===== src/rtl/cptPkg.sv =====
package cptPkg;
  localparam int CODE_W     = 8;
  localparam int MULT_W     = 6;
  localparam int PRES_STEP  = 4;
  localparam int PRES_CODES = 4;
  localparam int PHASES     = 3;
  localparam int CNT_W      = MULT_W + PRES_STEP * (PRES_CODES - 1);

  typedef enum logic [1:0] {PH_IDLE, PH_SETUP, PH_CMD, PH_RECOV} phaseE;

  typedef struct packed {
    logic loadSetup;
    logic loadCmd;
    logic loadRecov;
  } ctrlS;

  localparam logic [PHASES-1:0][CODE_W-1:0] RESET_CODES = {8'h03, 8'h06, 8'h01};

  function automatic logic [CNT_W-1:0] phaseTicks(input logic [CODE_W-1:0] code);
    logic [3:0] shiftAmt;
    shiftAmt = {code[CODE_W-1:CODE_W-2], 2'b00};
    return CNT_W'(code[MULT_W-1:0]) << shiftAmt;
  endfunction
endpackage


===== src/rtl/cptRegFile.sv =====
module cptRegFile
  import cptPkg::*;
#(
  parameter int NUM_SETS = 2,
  parameter logic [7:0] BASE_ADDR = 8'h3A,
  localparam int REG_N = NUM_SETS * PHASES
) (
  input  logic clk,
  input  logic rstN,
  input  logic wrEn,
  input  logic [7:0] addr,
  input  logic [CODE_W-1:0] wrData,
  output logic [CODE_W-1:0] rdData,
  output logic [REG_N-1:0][CODE_W-1:0] regVec
);
  logic [7:0] offset;
  logic hit;

  assign offset = addr - BASE_ADDR;
  assign hit = (addr >= BASE_ADDR) && (offset < 8'(REG_N));

  for (genvar g = 0; g < REG_N; g++) begin : gReg
    always_ff @(posedge clk) begin
      if (!rstN) regVec[g] <= RESET_CODES[g % PHASES];
      else if (wrEn && hit && offset == 8'(g)) regVec[g] <= wrData;
    end
  end

  always_comb begin
    rdData = '0;
    for (int i = 0; i < REG_N; i++)
      if (hit && offset == 8'(i)) rdData = regVec[i];
  end
endmodule


===== src/rtl/cptDatapath.sv =====
module cptDatapath
  import cptPkg::*;
#(
  parameter int NUM_SETS = 2,
  localparam int REG_N = NUM_SETS * PHASES,
  localparam int SEL_W = (NUM_SETS > 1) ? $clog2(NUM_SETS) : 1
) (
  input  logic clk,
  input  logic rstN,
  input  ctrlS ctrl,
  input  logic [SEL_W-1:0] setSel,
  input  logic [REG_N-1:0][CODE_W-1:0] regVec,
  output logic cntZero
);
  logic [CODE_W-1:0] liveSetup, liveCmd, liveRecov;
  logic [CODE_W-1:0] snapCmd, snapRecov;
  logic [CNT_W-1:0] count;

  always_comb begin
    liveSetup = regVec[0];
    liveCmd   = regVec[1];
    liveRecov = regVec[2];
    for (int s = 0; s < NUM_SETS; s++)
      if (setSel == SEL_W'(s)) begin
        liveSetup = regVec[s*PHASES];
        liveCmd   = regVec[s*PHASES+1];
        liveRecov = regVec[s*PHASES+2];
      end
  end

  always_ff @(posedge clk) begin
    if (!rstN) begin
      snapCmd   <= '0;
      snapRecov <= '0;
    end else if (ctrl.loadSetup) begin
      snapCmd   <= liveCmd;
      snapRecov <= liveRecov;
    end
  end

  always_ff @(posedge clk) begin
    if (!rstN) count <= '0;
    else if (ctrl.loadSetup) count <= phaseTicks(liveSetup);
    else if (ctrl.loadCmd) count <= phaseTicks(snapCmd);
    else if (ctrl.loadRecov) count <= phaseTicks(snapRecov);
    else if (count != '0) count <= count - 1'b1;
  end

  assign cntZero = (count == '0);
endmodule


===== src/rtl/cptControl.sv =====
module cptControl
  import cptPkg::*;
(
  input  logic clk,
  input  logic rstN,
  input  logic cycStart,
  input  logic cntZero,
  output ctrlS ctrl,
  output phaseE phase,
  output logic done
);
  phaseE nextPhase;

  always_comb begin
    nextPhase = phase;
    ctrl = '0;
    unique case (phase)
      PH_IDLE: if (cycStart) begin
        nextPhase = PH_SETUP;
        ctrl.loadSetup = 1'b1;
      end
      PH_SETUP: if (cntZero) begin
        nextPhase = PH_CMD;
        ctrl.loadCmd = 1'b1;
      end
      PH_CMD: if (cntZero) begin
        nextPhase = PH_RECOV;
        ctrl.loadRecov = 1'b1;
      end
      PH_RECOV: if (cntZero) nextPhase = PH_IDLE;
      default: nextPhase = PH_IDLE;
    endcase
  end

  always_ff @(posedge clk) begin
    if (!rstN) begin
      phase <= PH_IDLE;
      done  <= 1'b0;
    end else begin
      phase <= nextPhase;
      done  <= (phase == PH_RECOV) && cntZero;
    end
  end
endmodule


===== src/rtl/cardPhaseTimer.sv =====
module cardPhaseTimer
  import cptPkg::*;
#(
  parameter int NUM_SETS = 2,
  parameter logic [7:0] BASE_ADDR = 8'h3A,
  localparam int REG_N = NUM_SETS * PHASES,
  localparam int SEL_W = (NUM_SETS > 1) ? $clog2(NUM_SETS) : 1
) (
  input  logic clk,
  input  logic rstN,
  input  logic regWrEn,
  input  logic [7:0] regAddr,
  input  logic [7:0] regWrData,
  output logic [7:0] regRdData,
  input  logic cycStart,
  input  logic [SEL_W-1:0] setSel,
  output logic setupActive,
  output logic cmdActive,
  output logic recovActive,
  output logic cycDone
);
  logic [REG_N-1:0][CODE_W-1:0] regVec;
  ctrlS ctrl;
  phaseE phase;
  logic cntZero;

  cptRegFile #(.NUM_SETS(NUM_SETS), .BASE_ADDR(BASE_ADDR)) i_regs (
    .clk(clk), .rstN(rstN), .wrEn(regWrEn), .addr(regAddr),
    .wrData(regWrData), .rdData(regRdData), .regVec(regVec)
  );

  cptDatapath #(.NUM_SETS(NUM_SETS)) i_dp (
    .clk(clk), .rstN(rstN), .ctrl(ctrl), .setSel(setSel),
    .regVec(regVec), .cntZero(cntZero)
  );

  cptControl i_ctl (
    .clk(clk), .rstN(rstN), .cycStart(cycStart), .cntZero(cntZero),
    .ctrl(ctrl), .phase(phase), .done(cycDone)
  );

  assign setupActive = (phase == PH_SETUP);
  assign cmdActive   = (phase == PH_CMD);
  assign recovActive = (phase == PH_RECOV);
endmodule


===== config.mk =====
export PLATFORM = sky130hd
export DESIGN_NAME = cardPhaseTimer
export DESIGN_NICKNAME = d
export VERILOG_FILES = /design/src/rtl/cptPkg.sv /design/src/rtl/cptRegFile.sv /design/src/rtl/cptDatapath.sv /design/src/rtl/cptControl.sv /design/src/rtl/cardPhaseTimer.sv
export SDC_FILE = /design/constraint.sdc
export NUM_CORES = 1
export LEC_CHECK = 0
export ABC_AREA = 0
export BUFFER_PORTS_ARGS = -buffer_cell sky130_fd_sc_hd__clkbuf_2
export CORE_MARGIN = 3
export CORE_UTILIZATION = 60
export CTS_CLUSTER_SIZE = 10
export DETAILED_ROUTE_END_ITERATION = 6
export PLACE_DENSITY_LB_ADDON = 0.25
export SYNTH_ARGS = -nofsm -noshare
export SYNTH_HDL_FRONTEND = slang
export SYNTH_SLANG_ARGS = --single-unit

===== constraint.sdc =====
create_clock -name clk -period 5.06 [get_ports clk]
set_input_delay 0.253 -clock clk [delete_from_list [all_inputs] [get_ports clk]]
set_output_delay 0.253 -clock clk [all_outputs]
set_load 0.01 [all_outputs]

==> reports/metrics.yaml <==
finish:
  finalCoreUtilization_pct: 68.4
  nNetsFinal: 660
  num_antenna_cells: 0
  area_growth_pct: 7.44
  fin_cells: 738
  layout-drive-gt1-share_pct: 10.7
sta:
  finalSetupTns_ns: 0
  worst_slew_pin_slew_ns: 1.02
  finalMaxSlewViolations: 0
  setup_viol: 0
  clock_skew_ns: 0.0128
  hold_viol_final: 0
  fin_crit_sh_pct: 64.9
  grt_setup_unrepaired: "false"
  period_minus_slack_ns: 3.28
  fmax_mhz: 305
  whs_ns: 0.154
  relSlewSlack_pct: 32.0
worst_setup_path:
  cp-startpoint: "regAddr[1]"
  r2r_cells: 8
  cp_slowest_cell: "clkbuf_2"
  crit_chain: "clkbuf_2 -> clkinv_1 -> ha_1 -> xnor2_1 -> or3b_1 -> a21oi_2 -> and2_1 -> o21ai_0 -> a21oi_1 -> clkbuf_2"
  required_ns: 4.81
  endpoint_kind: "output pin"
  worst_path_largest_cell_delay_ns: 0.39
  crit_path_frequent_cell: "clkbuf_2"
  cp_max_fo: 20
  start_kind: "input pin"
  r2r_setup_slack_ns: 2.30
  cp_data_arrival_time_ns: 3.03
  timing.rr.end: "i_dp.count[0]"
  r2r-start: "i_dp.count[0]"
  crit_end: "regRdData[3]"
  worstSetupPathType: "input pin to output pin"
power_and_ir_drop:
  clock_power_share_pct: 26.9
  intPower_mw: 1.46
  p_sw_share_pct: 37.0
  power.density_mw_per_mm2: 426
  totalPowerFinal_mw: 2.31
  leakage_nw: 2.15
  pwr-share-comb_pct: 36.7
  peakVddDrop_mv: 0.182
  power_frac_seq_pct: 36.4
  p_sw_mw: 0.854
placed_design:
  place_congestion: 1.04
  port_buffers: 32
  hpwl_um: 10200
  dp_cells: 722
clock_network:
  postCtsSetupRepairBufs: 0
  cts_tree: "yes"
  htree_levels: 3
  clockBufferDepth: 2
  cts_hold_buffers: 0
  clockRootBuffer: "clkbuf_8"
  cts-buffers-inserted: 9
  path_clk_slew_ns: 0.08
  clk_latency_ns: 0.36
  cts_resized: 0
  cts.sinks: 85
global_routing:
  grt_max_degree: 51
  grt_overflow_total: 0
  grt_pass1_wl_um: 22100
  grt_usage_pct: 28.4
  antenna_found_initial: 0
  grt_pass1_vias: 4235
floorplan:
  dieArea_mm2: 0.00955
  start_util_pct: 63.7
  die_h_um: 97.7
  die_w_um: 97.7
  core_area_mm2: 0.00793
  row_count: 32
  ioPinCount: 33
yosys:
  synthArstFlopShare_pct: 0
  ys_top_cells_by_area: "dfxtp_1 (34%), mux2i_1 (13%), o21ai_0 (4.7%)"
  yosys_most_used_dff: "dfxtp_1"
  synth.cell_area_mm2: 0.00505
  synth_cell_type_count: 64
  avgSynthCellArea_um2: 8.10
  syn-instance-count: 623
  synth_warnings: 0
  yosysTopAreaCellShare_pct: 33.7
  synth.largest_area_cell: "dfxtp_1"
  synth-edff-count: 0
  synth_nets: 652
  ys_seq_elements: 85
  seq_area_frac_synth_pct: 33.7
job:
  cap_violations: 0
hold_path:
  hp-class: "input pin to register"
route:
  vias: 4786
  via_per_inst: 6.49
  drc: 0
  avgRoutedWirePerCell_um: 18.7
  drtAntennaViolNets: 0
  dr.pass1.iters: 5
  drt-initial-drc-count: 391
  totalWireLength_um: 13800
status:
  status: "finished, final reports clean"
-- synth_stat cells (all sizes together), types with 11 or more instances --
cell type / number
a21oi: 37
mux2i: 64
and3: 12
buf: 16
inv: 20
clkbuf: 21
o21ai: 48
nor2: 57
dfxtp: 85
nor3: 11
a211oi: 18
nand2: 61
nand3: 39
o22ai: 12
-- cell type report --
type / instances / area (um^2)
tap: 102 / 128
inverter: 22 / 82.6
clock inverter: 4 / 120
sequential: 85 / 1700
fill: 660 / 2510
multi-input combinational: 478 / 3070
clock buffer: 12 / 135
timing repair buffer: 35 / 183
-- worst min path at each step --
stage               slack [ns]  cells past startpoint               from           endpoint
floorplan                 0.38                      2       regWrData[0]  i_regs.regVec[16]
global placement          0.46                      2  i_regs.regVec[14]  i_regs.regVec[14]
detailed placement        0.46                      2   i_regs.regVec[2]   i_regs.regVec[2]
CTS                       0.15                      3       regWrData[5]  i_regs.regVec[21]
global route              0.18                      3       regWrData[7]  i_regs.regVec[23]
finish                    0.15                      3       regWrData[5]  i_regs.regVec[21]
-- cells by family (layout without fill, tap and decap cells) --
kind of cell	Yosys count	after routing	synth area share, %
AO/OA/AOI/OAI	154	154	18.8
XOR/XNOR	17	17	2.95
adder cells (fa/ha/maj)	8	8	1.98
buffers and inverters	60	73	5.41
flip-flops	85	85	33.7
multiplexers	69	69	13.8
AND/OR/NAND/NOR	230	230	23.3
-- flip-flops by register name, summed over array words and instances, names as in the netlist --
| signal | count |
|---|---|
| i_regs.regVec | 48 |
| i_dp.count | 18 |
| i_dp.snapCmd | 8 |
| i_dp.snapRecov | 8 |
| i_ctl.phase | 2 |
| i_ctl.done | 1 |
-- through the flow --
step | area (um^2) | setup slack, ns
floorplan | 5050 | 2.53
global placement | 5170 | 1.83
detailed placement | 5170 | 1.70
CTS | 5420 | 1.84
global route | 5420 | 1.56
finish | 5420 | 1.78
-- placed cells by master, fill, tap and decap left out, drive strengths merged, types with 18 or more instances in the layout --
| cell type | Yosys | routed |
|---|---|---|
| o21ai | 48 | 48 |
| mux2i | 64 | 64 |
| a211oi | 18 | 18 |
| inv | 20 | 20 |
| nor2 | 57 | 57 |
| dfxtp | 85 | 85 |
| nand2 | 61 | 61 |
| a21oi | 37 | 37 |
| nand3 | 39 | 39 |
| clkbuf | 21 | 44 |
-- critical path, delay by kind of cell --
family          cells  cell delay, ns
simple gates        2            0.74
fa+ha+maj           1            0.37
buf+inv             3            0.92
compound gates      3            0.61
xor+xnor            1            0.14
-- routing by layer --
metal	up-vias	GRT usage (%)	share of wire, %
met5	-	0	0
li1	2269	-	-
met2	234	44.8	46
met4	0	12.0	3.3
met3	30	3.59	7.7
met1	2253	39.3	43
-- power by group through the flow --
stage | Combinational [mW] | Sequential (mW) | Clock (mW)
global route | 0.940 | 0.848 | 0.654
global placement | 0.816 | 0.848 | 0
finish | 0.847 | 0.842 | 0.621
detailed placement | 0.830 | 0.853 | 0
floorplan | 0.681 | 0.815 | 0
CTS | 0.836 | 0.836 | 0.627
Note: power is estimated with default switching activity, not from simulation.
